--- src/rtl/cska_pkg.sv ---
package cska_pkg;

  function automatic logic fa_sum(input logic x, input logic y, input logic c);
    return x ^ y ^ c;
  endfunction

  function automatic logic fa_carry(input logic x, input logic y, input logic c);
    return (x & y) | (c & (x | y));
  endfunction

  function automatic logic bit_prop(input logic x, input logic y);
    return x ^ y;
  endfunction

endpackage

--- src/rtl/cska_bit_cell.sv ---
module cska_bit_cell
  import cska_pkg::*;
(
  input  logic op_a,
  input  logic op_b,
  input  logic cy_i,
  output logic sum_o,
  output logic cy_o,
  output logic prop_o
);
  assign sum_o  = fa_sum(op_a, op_b, cy_i);
  assign cy_o   = fa_carry(op_a, op_b, cy_i);
  assign prop_o = bit_prop(op_a, op_b);
endmodule

--- src/rtl/cska_skip_mux.sv ---
module cska_skip_mux (
  input  logic sel_bypass,
  input  logic bypass_cy,
  input  logic ripple_cy,
  output logic cy_o
);
  always_comb begin
    if (sel_bypass) cy_o = bypass_cy;
    else            cy_o = ripple_cy;
  end
endmodule

--- src/rtl/cska_group.sv ---
module cska_group #(
  parameter int GROUP_W = 4
) (
  input  logic [GROUP_W-1:0] a_grp,
  input  logic [GROUP_W-1:0] b_grp,
  input  logic               cy_in,
  output logic [GROUP_W-1:0] sum_grp,
  output logic               cy_out,
  output logic               skip_o
);
  logic [GROUP_W:0]   ripple;
  logic [GROUP_W-1:0] prop;

  assign ripple[0] = cy_in;

  for (genvar i = 0; i < GROUP_W; i++) begin : g_bit
    cska_bit_cell u_cell (
      .op_a   (a_grp[i]),
      .op_b   (b_grp[i]),
      .cy_i   (ripple[i]),
      .sum_o  (sum_grp[i]),
      .cy_o   (ripple[i+1]),
      .prop_o (prop[i])
    );
  end

  // all-propagate detector
  assign skip_o = &prop;

  cska_skip_mux u_mux (
    .sel_bypass (skip_o),
    .bypass_cy  (cy_in),
    .ripple_cy  (ripple[GROUP_W]),
    .cy_o       (cy_out)
  );
endmodule

--- src/rtl/skip_carry_adder.sv ---
module skip_carry_adder #(
  parameter int GROUP_W  = 4,
  parameter int N_GROUPS = 4,
  localparam int WIDTH   = GROUP_W * N_GROUPS
) (
  input  logic [WIDTH-1:0]    a_in,
  input  logic [WIDTH-1:0]    b_in,
  input  logic                c_in,
  output logic [WIDTH-1:0]    sum_out,
  output logic                c_out,
  output logic [N_GROUPS-1:0] grp_skip
);
  logic [N_GROUPS:0] grp_cy;

  assign grp_cy[0] = c_in;

  for (genvar g = 0; g < N_GROUPS; g++) begin : g_grp
    cska_group #(.GROUP_W(GROUP_W)) u_grp (
      .a_grp   (a_in[g*GROUP_W +: GROUP_W]),
      .b_grp   (b_in[g*GROUP_W +: GROUP_W]),
      .cy_in   (grp_cy[g]),
      .sum_grp (sum_out[g*GROUP_W +: GROUP_W]),
      .cy_out  (grp_cy[g+1]),
      .skip_o  (grp_skip[g])
    );
  end

  assign c_out = grp_cy[N_GROUPS];
endmodule

--- config.mk ---
export PLATFORM = sky130hd
export DESIGN_NAME = skip_carry_adder
export DESIGN_NICKNAME = d
export VERILOG_FILES = /design/src/rtl/cska_pkg.sv /design/src/rtl/cska_bit_cell.sv /design/src/rtl/cska_skip_mux.sv /design/src/rtl/cska_group.sv /design/src/rtl/skip_carry_adder.sv
export SDC_FILE = /design/constraint.sdc
export NUM_CORES = 1
export LEC_CHECK = 0
export ABC_AREA = 1
export BUFFER_PORTS_ARGS = -buffer_cell sky130_fd_sc_hd__buf_2
export CORE_MARGIN = 5
export CORE_UTILIZATION = 47
export DETAILED_ROUTE_END_ITERATION = 16
export GPL_ROUTABILITY_DRIVEN = 0
export PLACE_DENSITY = 0.88
export SKIP_LAST_GASP = 1
export SYNTH_ARGS = -nofsm -noshare
export SYNTH_HDL_FRONTEND = slang
export SYNTH_SLANG_ARGS = --single-unit
--- constraint.sdc ---
create_clock -name vclk -period 9.8
set_clock_uncertainty 0.05 [all_clocks]
set_input_delay 0.49 -clock vclk [all_inputs]
set_output_delay 0.49 -clock vclk [all_outputs]
set_load 0.1 [all_outputs]
==> results of run 1 <==
[layer usage]
metal / track usage / vias to the layer above / part of all wire
li1: - / 348 / -
met1: 0.122 / 335 / 0.30
met2: 0.287 / 24 / 0.62
met3: 0.0107 / 0 / 0.081
met4: 0 / 0 / 0
met5: 0 / - / 0
[critical path, delay by kind of cell]
family / cells / cell delay (ns)
AO/OA/AOI/OAI: 2 / 0.30
adder cells (fa/ha/maj): 16 / 6.34
buffers and inverters: 2 / 0.54
AND/OR/NAND/NOR: 4 / 0.76
[cell families after synthesis]
kind of cell,share of synthesized area
and+or+nand+nor,0.137
AOI/OAI and AO/OA,0.0211
buffers and inverters,0.293
adders and majority gates,0.549
[power by group through the flow]
stage	Clock, mW	Combinational, mW	Sequential (mW)
after global placement	0	0.170	0
after global routing	0	0.181	0
final	0	0.172	0
after CTS	0	0.174	0
after floorplan	0	0.164	0
after detailed placement	0	0.173	0
[path summary, 6_finish.rpt]
check	startpoint	endpoint	depth (start not counted)
worst max-delay path	a_in[0]	sum_out[15]	24
worst min-delay path	c_in	sum_out[0]	3
[cell type report]
cell class | count | share of cell area
multi-input cells | 54 | 0.608
well taps | 27 | 0.0306
inverters | 34 | 0.116
repair buffers | 54 | 0.245
[cells in the final DEF, fill, tap and decap left out]
cell type / Yosys / layout
sky130_fd_sc_hd__o21bai_2: 1 / 1
sky130_fd_sc_hd__inv_1: 34 / 34
sky130_fd_sc_hd__nand2_2: 5 / 5
sky130_fd_sc_hd__buf_2: 0 / 54
sky130_fd_sc_hd__nand3_2: 2 / 2
sky130_fd_sc_hd__nand2_1: 5 / 5
sky130_fd_sc_hd__ha_1: 16 / 16
sky130_fd_sc_hd__and2_2: 1 / 1
sky130_fd_sc_hd__o21ai_2: 1 / 1
sky130_fd_sc_hd__nand4_1: 1 / 1
sky130_fd_sc_hd__or2_2: 1 / 1
sky130_fd_sc_hd__nor2_2: 1 / 1
sky130_fd_sc_hd__fa_1: 16 / 16
sky130_fd_sc_hd__nor2_4: 2 / 2
sky130_fd_sc_hd__nand3_1: 1 / 1
sky130_fd_sc_hd__and2_1: 1 / 1
[through the flow]
step | instance area (sq um) | hold slack, ns | total power [mW] | cells | util
after floorplan | 948 | 1.34 | 0.164 | 108 | -
final | 1100 | 1.59 | 0.172 | 169 | 0.568
after global routing | 1100 | 1.61 | 0.181 | 169 | 0.568
after detailed placement | 1100 | 1.59 | 0.173 | 169 | 0.568
after CTS | 1100 | 1.59 | 0.174 | 169 | 0.568
after global placement | 1100 | 1.59 | 0.170 | 169 | 0.568
==> run_summary.xml, run 1 <==
<?xml version="1.0" encoding="UTF-8"?>
<metrics>
  <group name="run_status">
    <metric name="status" unit="">completed</metric>
  </group>
  <group name="synth">
    <metric name="synthDominantCellAreaShare" unit="">0.338</metric>
    <metric name="syn-instance-count" unit="">108</metric>
    <metric name="netlist_area" unit="sq um">948</metric>
    <metric name="synth_commonest_cells" unit="">sky130_fd_sc_hd__inv_1, sky130_fd_sc_hd__buf_4, sky130_fd_sc_hd__fa_1, sky130_fd_sc_hd__ha_1</metric>
    <metric name="yosys.cell_types.count" unit="">16</metric>
    <metric name="most_used_standard_cell_by_instance_count_after_synthesis" unit="">sky130_fd_sc_hd__inv_1</metric>
    <metric name="ys_seq_area_frac" unit="">0</metric>
    <metric name="synth.top_cells.by_area" unit="">sky130_fd_sc_hd__fa_1, sky130_fd_sc_hd__ha_1, sky130_fd_sc_hd__buf_4</metric>
    <metric name="syn_nets" unit="">173</metric>
    <metric name="post_synth_top_area_cell" unit="">sky130_fd_sc_hd__fa_1</metric>
    <metric name="syn_area_per_cell" unit="sq um">8.78</metric>
    <metric name="yosysWarningCount" unit="">0</metric>
  </group>
  <group name="cells_and_area">
    <metric name="number_of_filler_instances_in_the_final_layout" unit="">190</metric>
    <metric name="antenna-diode-count" unit="">0</metric>
    <metric name="share_of_cells_above_drive_strength_1" unit="">0.479</metric>
    <metric name="regArea" unit="sq um">0</metric>
    <metric name="flow.area_growth_from_synthesis" unit="%">16.2</metric>
    <metric name="clock_buffer_count" unit="">0</metric>
    <metric name="finalNetCount" unit="">209</metric>
    <metric name="n_sequential_cell" unit="">0</metric>
    <metric name="area_used_by_multi_input_combinational_logic" unit="sq um">671</metric>
  </group>
  <group name="worst_hold_path">
    <metric name="min_delay_path_class" unit="">input pin to primary output</metric>
  </group>
  <group name="placement">
    <metric name="place.port_buffers" unit="">54</metric>
    <metric name="hpwl" unit="mm">1.80</metric>
    <metric name="dp_slack" unit="ns">0.776</metric>
  </group>
  <group name="timing">
    <metric name="grt_setup_unrepaired" unit="">false</metric>
    <metric name="max_freq" unit="MHz">112</metric>
    <metric name="worst_slew_margin_rel" unit="">0.670</metric>
    <metric name="maxSlewViolCount" unit="">0</metric>
    <metric name="finalCriticalPeriod" unit="ns">8.96</metric>
    <metric name="tns" unit="ns">0</metric>
    <metric name="final_min_period_over_clock_period" unit="">0.914</metric>
    <metric name="fin_ws" unit="ns">0.839</metric>
    <metric name="final-hold-violation-count" unit="">0</metric>
    <metric name="worstMarginPinSlew" unit="ns">0.499</metric>
    <metric name="final-setup-viol-count" unit="">0</metric>
  </group>
  <group name="floorplanning">
    <metric name="die_w" unit="microns">54.9</metric>
    <metric name="io_pins" unit="">54</metric>
    <metric name="coreArea" unit="sq um">1940</metric>
    <metric name="fp.dieArea" unit="sq um">3020</metric>
    <metric name="core.rowCount" unit="">16</metric>
    <metric name="starting_density_of_the_core" unit="">0.488</metric>
    <metric name="die_height" unit="microns">54.9</metric>
  </group>
  <group name="pwr">
    <metric name="seqPwrFrac" unit="">0</metric>
    <metric name="pwr-share-comb" unit="">1.000</metric>
    <metric name="leakage" unit="nW">0.696</metric>
    <metric name="clkPwrFrac" unit="">0</metric>
    <metric name="power.share.switching" unit="">0.833</metric>
    <metric name="cellInternalPower" unit="mW">0.0287</metric>
    <metric name="power-per-cell-area" unit="nW/um^2">156</metric>
    <metric name="power_switching" unit="mW">0.143</metric>
    <metric name="worst_ir_drop_vdd" unit="uV">96.2</metric>
  </group>
  <group name="drt">
    <metric name="routedWlPerCell" unit="microns">10.6</metric>
    <metric name="route.vias.total" unit="">707</metric>
    <metric name="drc" unit="">0</metric>
    <metric name="final_antenna_net_count" unit="">0</metric>
    <metric name="vias_per_std_cell" unit="">4.18</metric>
    <metric name="drt_iter0_markers" unit="">2</metric>
    <metric name="total_routed_length" unit="mm">1.79</metric>
    <metric name="drtPass1Iterations" unit="">4</metric>
  </group>
  <group name="global_routing">
    <metric name="largest_net_degree_at_the_start_of_global_routing" unit="">4</metric>
    <metric name="via_count_of_the_first_global_routing_pass" unit="">791</metric>
    <metric name="grt-ovfl-total" unit="">0</metric>
    <metric name="grt_antenna_before_repair" unit="">0</metric>
    <metric name="groute.usage.overall" unit="">0.126</metric>
    <metric name="global_route_wire_length_before_repair" unit="mm">2.88</metric>
  </group>
  <group name="setup_path">
    <metric name="critical_path.cell_chain" unit="">buf_2, fa_1, fa_1, fa_1, fa_1, o21bai_2, and2_2, fa_1, fa_1, fa_1, fa_1, o21ai_2, nand2_1, fa_1, fa_1, fa_1, fa_1, or2_2, and2_1, fa_1, fa_1, fa_1, fa_1, buf_2</metric>
    <metric name="crit_top_cell" unit="">sky130_fd_sc_hd__fa_1</metric>
    <metric name="critical_path.max_stage_delay" unit="ns">0.49</metric>
    <metric name="crit_path_dat" unit="ns">8.42</metric>
    <metric name="path_max_fanout" unit="">2</metric>
    <metric name="timing_worst_setup_path_type" unit="">input pin to primary output</metric>
    <metric name="startpoint_type" unit="">input pin</metric>
    <metric name="critical_path.endpoint_type" unit="">primary output</metric>
    <metric name="required" unit="ns">9.26</metric>
    <metric name="timing.critical_path.slowest_stage_cell" unit="">sky130_fd_sc_hd__fa_1</metric>
  </group>
  <group name="run">
    <metric name="max_cap_viol_count" unit="">0</metric>
  </group>
  <group name="clocking">
    <metric name="cts_hold_buffers" unit="">0</metric>
    <metric name="postCtsResizedCells" unit="">0</metric>
    <metric name="cts.repair_timing.setup_buffer_count" unit="">0</metric>
  </group>
</metrics>
Note: power is estimated with default switching activity, not from simulation.
==> run 2, diff against run 1 <==
--- a/config.mk
+++ b/config.mk
@@ -7,6 +7,7 @@
 export LEC_CHECK = 0
 export ABC_AREA = 1
 export BUFFER_PORTS_ARGS = -buffer_cell sky130_fd_sc_hd__buf_2
+export CORE_ASPECT_RATIO = 0.75
 export CORE_MARGIN = 5
 export CORE_UTILIZATION = 47
 export DETAILED_ROUTE_END_ITERATION = 16
==> run 2 against run 1 <==
Compared with the run above: first-iteration DRC count is the same; worst setup slack improved by 0.011 ns; utilization shrank 0.77 points; final cell count down 1.8%; worst hold slack improved by 0.0011 ns; cell area is 0.34% lower; sequential share of layout area unchanged; largest power group unchanged; die area grew 0.32%; highest routed layer unchanged; critical endpoint unchanged; wire length about the same; count of clock-buffer cells in the layout unchanged; combinational power barely moved.
==> run_summary.xml, run 2 (same netlist as run 1, synthesis figures left out) <==
<?xml version="1.0" encoding="UTF-8"?>
<metrics>
  <group name="floorplanning">
    <metric name="coreArea" unit="sq um">1960</metric>
    <metric name="die_height" unit="microns">48.9</metric>
    <metric name="io_pins" unit="">54</metric>
    <metric name="core.rowCount" unit="">14</metric>
    <metric name="starting_density_of_the_core" unit="">0.483</metric>
    <metric name="fp.dieArea" unit="sq um">3030</metric>
    <metric name="die_w" unit="microns">61.9</metric>
  </group>
  <group name="drt">
    <metric name="wl_met2" unit="mm">1.01</metric>
    <metric name="vias_per_std_cell" unit="">4.16</metric>
    <metric name="maxUsedRoutingLayer" unit="">met3</metric>
    <metric name="drt_iter0_markers" unit="">2</metric>
    <metric name="routedWlPerCell" unit="microns">10.8</metric>
    <metric name="wl_met1" unit="microns">627</metric>
    <metric name="drtPass1Iterations" unit="">2</metric>
    <metric name="wl_met3" unit="microns">148</metric>
    <metric name="final_antenna_net_count" unit="">0</metric>
    <metric name="total_routed_length" unit="mm">1.79</metric>
    <metric name="route.vias.total" unit="">691</metric>
    <metric name="drc" unit="">0</metric>
  </group>
  <group name="timing">
    <metric name="grt_setup_unrepaired" unit="">false</metric>
    <metric name="fin_ws" unit="ns">0.850</metric>
    <metric name="final_min_period_over_clock_period" unit="">0.913</metric>
    <metric name="worst_hold_slack" unit="ns">1.59</metric>
    <metric name="worst_slew_margin_rel" unit="">0.673</metric>
    <metric name="final-hold-violation-count" unit="">0</metric>
    <metric name="finalCriticalPeriod" unit="ns">8.95</metric>
    <metric name="worstMarginPinSlew" unit="ns">0.493</metric>
    <metric name="final-setup-viol-count" unit="">0</metric>
    <metric name="max_freq" unit="MHz">112</metric>
    <metric name="maxSlewViolCount" unit="">0</metric>
    <metric name="tns" unit="ns">0</metric>
  </group>
  <group name="setup_path">
    <metric name="crit_path_dat" unit="ns">8.41</metric>
    <metric name="timing.critical_path.slowest_stage_cell" unit="">sky130_fd_sc_hd__fa_1</metric>
    <metric name="crit_buf_inv" unit="">2</metric>
    <metric name="crit_top_cell" unit="">sky130_fd_sc_hd__fa_1</metric>
    <metric name="launch_point_of_the_critical_path" unit="">a_in[0]</metric>
    <metric name="required" unit="ns">9.26</metric>
    <metric name="startpoint_type" unit="">input pin</metric>
    <metric name="critical_path.endpoint_type" unit="">primary output</metric>
    <metric name="timing_worst_setup_path_type" unit="">input pin to primary output</metric>
    <metric name="critical_path.max_stage_delay" unit="ns">0.48</metric>
    <metric name="path_max_fanout" unit="">2</metric>
    <metric name="critical_path.cell_chain" unit="">buf_2, fa_1, fa_1, fa_1, fa_1, o21bai_2, and2_2, fa_1, fa_1, fa_1, fa_1, o21ai_2, nand2_1, fa_1, fa_1, fa_1, fa_1, or2_2, and2_1, fa_1, fa_1, fa_1, fa_1, buf_2</metric>
    <metric name="critical-path-top-delay-family" unit="">adder cells</metric>
  </group>
  <group name="worst_hold_path">
    <metric name="hold_start" unit="">c_in</metric>
    <metric name="min_delay_path_class" unit="">input pin to primary output</metric>
  </group>
  <group name="cells_and_area">
    <metric name="share_of_cells_above_drive_strength_1" unit="">0.479</metric>
    <metric name="finalNonFillerCells" unit="">166</metric>
    <metric name="layout_common_cells" unit="">sky130_fd_sc_hd__buf_2, sky130_fd_sc_hd__inv_1, sky130_fd_sc_hd__fa_1, sky130_fd_sc_hd__ha_1</metric>
    <metric name="clock_buffer_count" unit="">0</metric>
    <metric name="n_sequential_cell" unit="">0</metric>
    <metric name="number_of_filler_instances_in_the_final_layout" unit="">189</metric>
    <metric name="area_used_by_multi_input_combinational_logic" unit="sq um">671</metric>
    <metric name="antenna-diode-count" unit="">0</metric>
    <metric name="flow.area_growth_from_synthesis" unit="%">15.8</metric>
    <metric name="finalNetCount" unit="">209</metric>
    <metric name="mostFrequentLayoutCell" unit="">sky130_fd_sc_hd__buf_2</metric>
    <metric name="regArea" unit="sq um">0</metric>
    <metric name="post_route_standard_cell_area_excluding_fillers" unit="sq um">1100</metric>
    <metric name="utilization" unit="">0.560</metric>
  </group>
  <group name="placement">
    <metric name="dpl-instance-area" unit="sq um">1100</metric>
    <metric name="place.port_buffers" unit="">54</metric>
    <metric name="dp_slack" unit="ns">0.781</metric>
    <metric name="dp_cells" unit="">166</metric>
    <metric name="hpwl" unit="mm">1.82</metric>
  </group>
  <group name="pwr">
    <metric name="worst_ir_drop_vdd" unit="uV">137</metric>
    <metric name="power-per-cell-area" unit="nW/um^2">156</metric>
    <metric name="post_layout_total_power" unit="mW">0.172</metric>
    <metric name="leakage" unit="nW">0.696</metric>
  </group>
  <group name="clocking">
    <metric name="postCtsResizedCells" unit="">0</metric>
    <metric name="cts_hold_buffers" unit="">0</metric>
    <metric name="cts.repair_timing.setup_buffer_count" unit="">0</metric>
  </group>
  <group name="global_routing">
    <metric name="groute.usage.overall" unit="">0.127</metric>
    <metric name="grt-ovfl-total" unit="">0</metric>
    <metric name="via_count_of_the_first_global_routing_pass" unit="">826</metric>
    <metric name="global_route_wire_length_before_repair" unit="mm">3.17</metric>
    <metric name="grt_antenna_before_repair" unit="">0</metric>
    <metric name="largest_net_degree_at_the_start_of_global_routing" unit="">4</metric>
  </group>
  <group name="run_status">
    <metric name="status" unit="">completed</metric>
  </group>
  <group name="run">
    <metric name="max_cap_viol_count" unit="">0</metric>
  </group>
</metrics>
-- run 2: cell type report --
| class | count | share of cell area |
|---|---|---|
| Inverter | 34 | 0.116 |
| Multi-Input combinational cell | 54 | 0.610 |
| Tap cell | 24 | 0.0273 |
| Timing Repair Buffer | 54 | 0.246 |
-- run 2: where the power goes --
part           switching (mW)  internal [mW]
sequential                  0              0
clock                       0              0
combinational           0.143         0.0288
total                   0.143         0.0288
-- run 2: path summary, 6_finish.rpt --
check | endpoint | slack (ns) | cells past startpoint
max | sum_out[15] | 0.85 | 24
min | sum_out[0] | 1.59 | 3
-- run 2: layer usage --
layer / up-vias / global-route usage
met4: 0 / 0
met5: - / 0
met3: 0 / 0.0132
li1: 346 / -
met2: 22 / 0.268
met1: 323 / 0.133
-- run 2: worst min-delay path, stage by stage --
cell	delay, ns
sky130_fd_sc_hd__buf_2	0.10
sky130_fd_sc_hd__fa_1	0.14
sky130_fd_sc_hd__buf_2	0.42
